File: src/rtl/dbgport_pkg.sv
package dbgport_pkg;

    typedef enum logic [3:0] {
        TS_RESET, TS_IDLE,
        TS_SEL_DR, TS_CAP_DR, TS_SHIFT_DR, TS_EXIT1_DR, TS_PAUSE_DR, TS_EXIT2_DR, TS_UPD_DR,
        TS_SEL_IR, TS_CAP_IR, TS_SHIFT_IR, TS_EXIT1_IR, TS_PAUSE_IR, TS_EXIT2_IR, TS_UPD_IR
    } tap_state_e;

    typedef enum logic [1:0] {
        PM_OFF     = 2'b00,
        PM_REDUCED = 2'b01,
        PM_FULL    = 2'b10
    } port_mode_e;

    localparam int TCE_BIT  = 0;
    localparam int FULL_BIT = 1;

endpackage

File: src/rtl/dbgport_tap_fsm.sv
module dbgport_tap_fsm
    import dbgport_pkg::*;
(
    input  logic       tck_i,
    input  logic       hard_rst_i,
    input  logic       tms_i,
    output tap_state_e state_o
);

    tap_state_e state_q, state_d;

    always_ff @(posedge tck_i or posedge hard_rst_i) begin
        if (hard_rst_i) state_q <= TS_RESET;
        else            state_q <= state_d;
    end

    always_comb begin
        state_d = state_q;
        unique case (state_q)
            TS_RESET:    state_d = tms_i ? TS_RESET    : TS_IDLE;
            TS_IDLE:     state_d = tms_i ? TS_SEL_DR   : TS_IDLE;
            TS_SEL_DR:   state_d = tms_i ? TS_SEL_IR   : TS_CAP_DR;
            TS_CAP_DR:   state_d = tms_i ? TS_EXIT1_DR : TS_SHIFT_DR;
            TS_SHIFT_DR: state_d = tms_i ? TS_EXIT1_DR : TS_SHIFT_DR;
            TS_EXIT1_DR: state_d = tms_i ? TS_UPD_DR   : TS_PAUSE_DR;
            TS_PAUSE_DR: state_d = tms_i ? TS_EXIT2_DR : TS_PAUSE_DR;
            TS_EXIT2_DR: state_d = tms_i ? TS_UPD_DR   : TS_SHIFT_DR;
            TS_UPD_DR:   state_d = tms_i ? TS_SEL_DR   : TS_IDLE;
            TS_SEL_IR:   state_d = tms_i ? TS_RESET    : TS_CAP_IR;
            TS_CAP_IR:   state_d = tms_i ? TS_EXIT1_IR : TS_SHIFT_IR;
            TS_SHIFT_IR: state_d = tms_i ? TS_EXIT1_IR : TS_SHIFT_IR;
            TS_EXIT1_IR: state_d = tms_i ? TS_UPD_IR   : TS_PAUSE_IR;
            TS_PAUSE_IR: state_d = tms_i ? TS_EXIT2_IR : TS_PAUSE_IR;
            TS_EXIT2_IR: state_d = tms_i ? TS_UPD_IR   : TS_SHIFT_IR;
            TS_UPD_IR:   state_d = tms_i ? TS_SEL_DR   : TS_IDLE;
        endcase
    end

    assign state_o = state_q;

    // Run length of TMS-high edges, used only by the escape check below.
    logic [2:0] ones_q;
    always_ff @(posedge tck_i or posedge hard_rst_i) begin
        if (hard_rst_i)            ones_q <= '0;
        else if (!tms_i)           ones_q <= '0;
        else if (ones_q != 3'd7)   ones_q <= ones_q + 3'd1;
    end

    AST_FIVE_ONES_ESCAPE: assert property (@(posedge tck_i) disable iff (hard_rst_i)
        (ones_q >= 3'd5) |-> (state_q == TS_RESET));

endmodule

File: src/rtl/dbgport_regs.sv
module dbgport_regs
    import dbgport_pkg::*;
#(
    parameter int              IR_W   = 4,
    parameter int              CFG_W  = 8,
    parameter logic [IR_W-1:0] CFG_OP = 4'hA
) (
    input  logic             tck_i,
    input  logic             hard_rst_i,
    input  tap_state_e       state_i,
    input  logic             tdi_i,
    output logic             tdo_o,
    output logic [CFG_W-1:0] cfg_o,
    output logic             lock_show_o
);

    logic [IR_W-1:0]  ir_q, ir_sh_q;
    logic [CFG_W-1:0] dr_sh_q, cfg_q;
    logic             lock_show_q;
    logic             sel_cfg;

    assign sel_cfg = (ir_q == CFG_OP);

    always_ff @(posedge tck_i or posedge hard_rst_i) begin
        if (hard_rst_i) begin
            ir_q        <= '1;
            ir_sh_q     <= '0;
            dr_sh_q     <= '0;
            cfg_q       <= '0;
            lock_show_q <= 1'b1;
        end else begin
            unique case (state_i)
                TS_RESET: begin
                    ir_q        <= '1;
                    cfg_q       <= '0;
                    lock_show_q <= 1'b1;
                end
                TS_CAP_IR: begin
                    ir_sh_q    <= '0;
                    ir_sh_q[0] <= 1'b1;
                end
                TS_SHIFT_IR: ir_sh_q <= {tdi_i, ir_sh_q[IR_W-1:1]};
                TS_UPD_IR:   ir_q    <= ir_sh_q;
                TS_CAP_DR:   dr_sh_q <= sel_cfg ? cfg_q : '0;
                TS_SHIFT_DR: begin
                    if (sel_cfg) dr_sh_q    <= {tdi_i, dr_sh_q[CFG_W-1:1]};
                    else         dr_sh_q[0] <= tdi_i;
                end
                TS_UPD_DR: begin
                    if (sel_cfg) begin
                        cfg_q <= dr_sh_q;
                        if (dr_sh_q[TCE_BIT]) lock_show_q <= 1'b0;
                    end
                end
                default: ;
            endcase
        end
    end

    assign tdo_o       = (state_i == TS_SHIFT_IR) ? ir_sh_q[0] : dr_sh_q[0];
    assign cfg_o       = cfg_q;
    assign lock_show_o = lock_show_q;

    AST_BYPASS_KEEPS_CFG: assert property (@(posedge tck_i) disable iff (hard_rst_i)
        (!sel_cfg && state_i != TS_RESET) |=> $stable(cfg_q));
    AST_LOCK_SHOW_CLEARS_ON_TCE_WRITE: assert property (@(posedge tck_i) disable iff (hard_rst_i)
        $fell(lock_show_q) |-> $past(state_i == TS_UPD_DR && sel_cfg && dr_sh_q[TCE_BIT]));

endmodule

File: src/rtl/dbgport_pins.sv
module dbgport_pins
    import dbgport_pkg::*;
#(
    parameter int MDO_FULL = 12,
    parameter int MDO_RED  = 4
) (
    input  logic                tck_i,
    input  logic                rst_i,
    input  logic                tce_i,
    input  logic                full_i,
    input  logic                lock_show_i,
    input  logic                sys_lock_i,
    input  logic [MDO_FULL-1:0] msg_data_i,
    output logic [MDO_FULL-1:0] mdo_oe_o,
    output logic [MDO_FULL-1:0] mdo_o,
    output logic                trace_clk_en_o,
    output port_mode_e          mode_o
);

    logic [MDO_FULL-1:0] red_mask;

    for (genvar g = 0; g < MDO_FULL; g++) begin : g_red_mask
        assign red_mask[g] = (g < MDO_RED);
    end

    always_comb begin
        mode_o         = PM_OFF;
        mdo_oe_o       = '0;
        trace_clk_en_o = 1'b0;
        if (!rst_i && tce_i) begin
            trace_clk_en_o = 1'b1;
            if (full_i) begin
                mode_o   = PM_FULL;
                mdo_oe_o = '1;
            end else begin
                mode_o   = PM_REDUCED;
                mdo_oe_o = red_mask;
            end
        end
    end

    always_comb begin
        mdo_o    = msg_data_i;
        mdo_o[0] = lock_show_i ? sys_lock_i : msg_data_i[0];
    end

    AST_REDUCED_LOW_PINS_ONLY: assert property (@(posedge tck_i) disable iff (rst_i)
        (mode_o == PM_REDUCED) |-> ((mdo_oe_o & ~red_mask) == '0));

endmodule

File: src/rtl/dbgport_rst_mode.sv
module dbgport_rst_mode
    import dbgport_pkg::*;
#(
    parameter int              MDO_FULL = 12,
    parameter int              MDO_RED  = 4,
    parameter int              IR_W     = 4,
    parameter int              CFG_W    = 8,
    parameter logic [IR_W-1:0] CFG_OP   = 4'hA
) (
    input  logic                por_i,
    input  logic                sys_lock_i,
    input  logic                comp_en_i,
    input  logic                tck_i,
    input  logic                tms_i,
    input  logic                tdi_i,
    input  logic [MDO_FULL-1:0] msg_data_i,
    output logic                tdo_o,
    output logic                dbg_rst_o,
    output logic [MDO_FULL-1:0] mdo_oe_o,
    output logic [MDO_FULL-1:0] mdo_o,
    output logic                trace_clk_en_o,
    output logic [1:0]          port_mode_o
);

    tap_state_e       tap_state;
    logic             lock_seen_q;
    logic             hard_rst;
    logic [CFG_W-1:0] cfg;
    logic             lock_show;
    port_mode_e       mode;

    always_ff @(posedge tck_i or posedge por_i) begin
        if (por_i)           lock_seen_q <= 1'b0;
        else if (sys_lock_i) lock_seen_q <= 1'b1;
    end

    assign hard_rst  = por_i | ~comp_en_i | ~lock_seen_q;
    assign dbg_rst_o = hard_rst | (tap_state == TS_RESET);

    dbgport_tap_fsm i_tap (
        .tck_i      (tck_i),
        .hard_rst_i (hard_rst),
        .tms_i      (tms_i),
        .state_o    (tap_state)
    );

    dbgport_regs #(.IR_W(IR_W), .CFG_W(CFG_W), .CFG_OP(CFG_OP)) i_regs (
        .tck_i       (tck_i),
        .hard_rst_i  (hard_rst),
        .state_i     (tap_state),
        .tdi_i       (tdi_i),
        .tdo_o       (tdo_o),
        .cfg_o       (cfg),
        .lock_show_o (lock_show)
    );

    dbgport_pins #(.MDO_FULL(MDO_FULL), .MDO_RED(MDO_RED)) i_pins (
        .tck_i          (tck_i),
        .rst_i          (dbg_rst_o),
        .tce_i          (cfg[TCE_BIT]),
        .full_i         (cfg[FULL_BIT]),
        .lock_show_i    (lock_show),
        .sys_lock_i     (sys_lock_i),
        .msg_data_i     (msg_data_i),
        .mdo_oe_o       (mdo_oe_o),
        .mdo_o          (mdo_o),
        .trace_clk_en_o (trace_clk_en_o),
        .mode_o         (mode)
    );

    assign port_mode_o = mode;

    AST_QUIET_IN_RESET: assert property (@(posedge tck_i) disable iff (por_i)
        dbg_rst_o |-> (mdo_oe_o == '0 && !trace_clk_en_o));
    AST_HELD_UNTIL_LOCK: assert property (@(posedge tck_i) disable iff (por_i)
        !lock_seen_q |-> (dbg_rst_o && tap_state == TS_RESET));

endmodule

File: config.mk
export PLATFORM = sky130hd
export DESIGN_NAME = dbgport_rst_mode
export DESIGN_NICKNAME = d
export VERILOG_FILES = /design/src/rtl/dbgport_pkg.sv /design/src/rtl/dbgport_tap_fsm.sv /design/src/rtl/dbgport_regs.sv /design/src/rtl/dbgport_pins.sv /design/src/rtl/dbgport_rst_mode.sv
export SDC_FILE = /design/constraint.sdc
export NUM_CORES = 1
export LEC_CHECK = 0
export CELL_PAD_IN_SITES_DETAIL_PLACEMENT = 1
export CELL_PAD_IN_SITES_GLOBAL_PLACEMENT = 1
export CORE_ASPECT_RATIO = 0.75
export CORE_MARGIN = 1.5
export CORE_UTILIZATION = 36
export DETAILED_ROUTE_END_ITERATION = 7
export PLACE_DENSITY = 0.9
export SYNTH_ARGS = -nofsm -noshare
export SYNTH_HDL_FRONTEND = slang
export SYNTH_SLANG_ARGS = --single-unit
File: constraint.sdc
create_clock -name tck_i -period 2.66 [get_ports tck_i]
set_input_delay 0.399 -clock tck_i [delete_from_list [all_inputs] [get_ports tck_i]]
set_output_delay 0.399 -clock tck_i [all_outputs]
set_load 0.01 [all_outputs]
==> impl_metrics.ini <==
[detailed_routing]
average_via_count_per_standard_cell = 5.34
drt-pass1-iter-count = 4
routedWlPerCell_um = 15.5
route.final.wire_length_mm = 3.90
detail_route.iter0.violations = 85
drc_errors = 0
via_count = 1341
post_route_ant_nets = 0

[synth]
edff_count_synth = 0
syn-instance-count = 186
share_of_the_yosys_chip_area_belonging_to_registers = 0.434
top_ff_cell_synth = dfrtp_1
synth_area_per_cell_sq_um = 9.38
synthesis.nets = 204
syn_area_sq_um = 1740
synth.yosys.warnings = 0
yosysUniqueCellTypes = 37
postSynth.asyncResetShare = 1.00
ys_ff_latch = 30

[cts]
clock-root-buffer = clkbuf_8
clock_pin_slew_on_the_worst_setup_and_hold_paths_ns = 0.07
ctsResizeCount = 0
tritoncts_num_sinks = 30
tritoncts.num_buffers = 5
buffer_depth_of_the_longest_clock_path = 2
post-cts-setup-buffers = 0
htree_levels = 2
clock_latency_ns = 0.29
tritoncts = built
holdBufCountCts = 0

[die]
rows = 21
initial_standard_cell_utilization_of_the_core = 0.384
num_io_pins = 47
die_boundary_width_um = 83.4
die_area_sq_um = 5280
placeableCoreArea_sq_um = 4550
fp.dieH_um = 63.3

[finish]
antennaDiodeCount = 0
final_stage_net_count = 211
syn2layout_area_growth_pct = 13.5
layout.cells.most_common_list = nand2_1 (31), dfrtp_1 (25), clkdlybuf4s50_1 (24)
share_of_post_route_cells_with_drive_strength_above_1 = 0.196
mostFrequentLayoutCell = nand2_1
post-route-util = 0.435

[job]
max_cap_viol_count = 0

[sta]
setup_total_negative_slack_ns = 0
timing.final.max_slew_violations = 0
period_share = 0.936
rsz0062_at_grt = no
final.setup_skew_ns = 0.00622
period_needed_ns = 2.49
finalHoldViolCount = 0
finalSetupViolations = 0
timing.fmax_ghz = 0.402
max-slew-margin-rel = 0.577
worst_pin_slew_ns = 0.631

[outcome]
run_status = finished clean

[setup_path]
arrival_time_worst_endpoint_ns = 2.09
timing.critical_path.slowest_cell_delay_ns = 0.60
crit_path_end_kind = primary output
startpoint_type = input pin
crit_fanout = 9
critical-path-slowest-cell = clkdlybuf4s50_1
timing.critical_path.mode_cell = clkdlybuf4s50_1
path_cells = clkdlybuf4s50_1 -> nand2_1 -> nor3_1 -> and3_1 -> clkdlybuf4s50_1
critPathKind = in2out
r2r.worst_path.cells = 4
worst-endpoint-required_ns = 2.26

[placed_design]
post-dp-hpwl_mm = 2.78
gp_routability_congestion = 0.778
port-buffer-count = 24

[grt]
global_route_wire_length_before_repair_mm = 6.90
grtUsageTotal = 0.169
first_global_vias = 1378
grt_remaining_overflow = 0
grt_max_degree = 30
grt_antenna_before_repair = 0

[power_and_ir_drop]
leak_pwr_nw = 0.827
power_density_nw_per_um2 = 917
vdd_drop_max_mv = 0.560

[min_path]
hp-class = in2async
-- where the power goes --
part           switching (mW)  internal (mW)
Clock                   0.175          0.208
Sequential             0.0788          0.596
Combinational           0.448          0.309
Total                   0.702           1.11
-- layer usage --
metal,part of all wire,up-vias,track usage
li1,-,640,-
met1,0.50,672,0.226
met2,0.44,21,0.247
met3,0.041,8,0.0485
met4,0.017,0,0.0896
met5,0,-,0
-- worst max-delay path, delay by kind of cell --
kind          cells  cell delay [ns]
simple gates      3             0.63
buf+inv           2             1.06
-- cells in the mapped netlist (all sizes together), types with 2 or more instances --
| library cell | number | area (sq um) |
|---|---|---|
| nand2 | 31 | 116 |
| buf | 27 | 211 |
| dfrtp | 25 | 626 |
| o21ai | 20 | 100 |
| mux2 | 11 | 128 |
| a22o | 8 | 70.1 |
| inv | 8 | 30.0 |
| nand3 | 7 | 35.0 |
| a21oi | 6 | 33.8 |
| nor2 | 6 | 22.5 |
| clkbuf | 5 | 18.8 |
| dfstp | 5 | 131 |
| a22oi | 4 | 30.0 |
| nor3 | 4 | 25.0 |
| a221oi | 2 | 17.5 |
| nor2b | 2 | 15.0 |
-- state kept, by name (all words and copies together) (netlist names) --
signal / flops
i_regs.cfg_o: 8
i_regs.dr_sh_q: 8
i_regs.ir_q: 4
i_regs.ir_sh_q: 4
i_tap.state_o: 4
i_regs.lock_show_o: 1
lock_seen_q: 1
-- kinds of logic after synthesis --
family / synth area share
AND/OR/NAND/NOR: 0.158
AO/OA/AOI/OAI: 0.181
buffers and inverters: 0.149
flip-flops: 0.434
multiplexers: 0.0732
XOR/XNOR: 0.00502
-- path summary, 6_finish.rpt --
check                                                endpoint  slack, ns                   startpoint
worst max-delay path                              mdo_oe_o[4]       0.17                    comp_en_i
worst min-delay path                  lock_seen_q$_DFFE_PP0P_       0.33                        por_i
worst max register to register  i_regs.dr_sh_q[2]$_DFFE_PP0P_       0.79   i_regs.ir_q[1]$_DFFE_PP1P_
worst min register to register    i_regs.cfg_o[0]$_DFFE_PP0P_       0.46      lock_seen_q$_DFFE_PP0P_
max in group asynchronous          i_regs.ir_q[0]$_DFFE_PP1P_       1.67                    comp_en_i
min in group tck_i                i_regs.cfg_o[4]$_DFFE_PP0P_       0.49  i_regs.cfg_o[4]$_DFFE_PP0P_
-- stage by stage --
stage	hold WS, ns	total power, mW	instances	worst slack, ns	area (sq um)
4_1_cts	0.322	1.83	251	0.154	1980
2_1_floorplan	0.128	1.25	186	0.653	1740
3_5_place_dp	0.479	1.44	243	0.159	1890
3_3_place_gp	0.429	1.41	243	0.202	1890
5_1_grt	0.331	1.97	251	0.0204	1980
6_report	0.326	1.82	251	0.171	1980
-- cell type report --
| class | instances | area [sq um] |
|---|---|---|
| multi-input cells | 116 | 729 |
| clock buffers | 7 | 86.3 |
| repair buffers | 32 | 300 |
| clock inverters | 1 | 5.00 |
| flip-flops and latches | 30 | 757 |
| inverters | 8 | 30.0 |
| fillers | 529 | 2570 |
| well taps | 57 | 71.3 |
No activity file was read; power rests on OpenSTA's default activity.
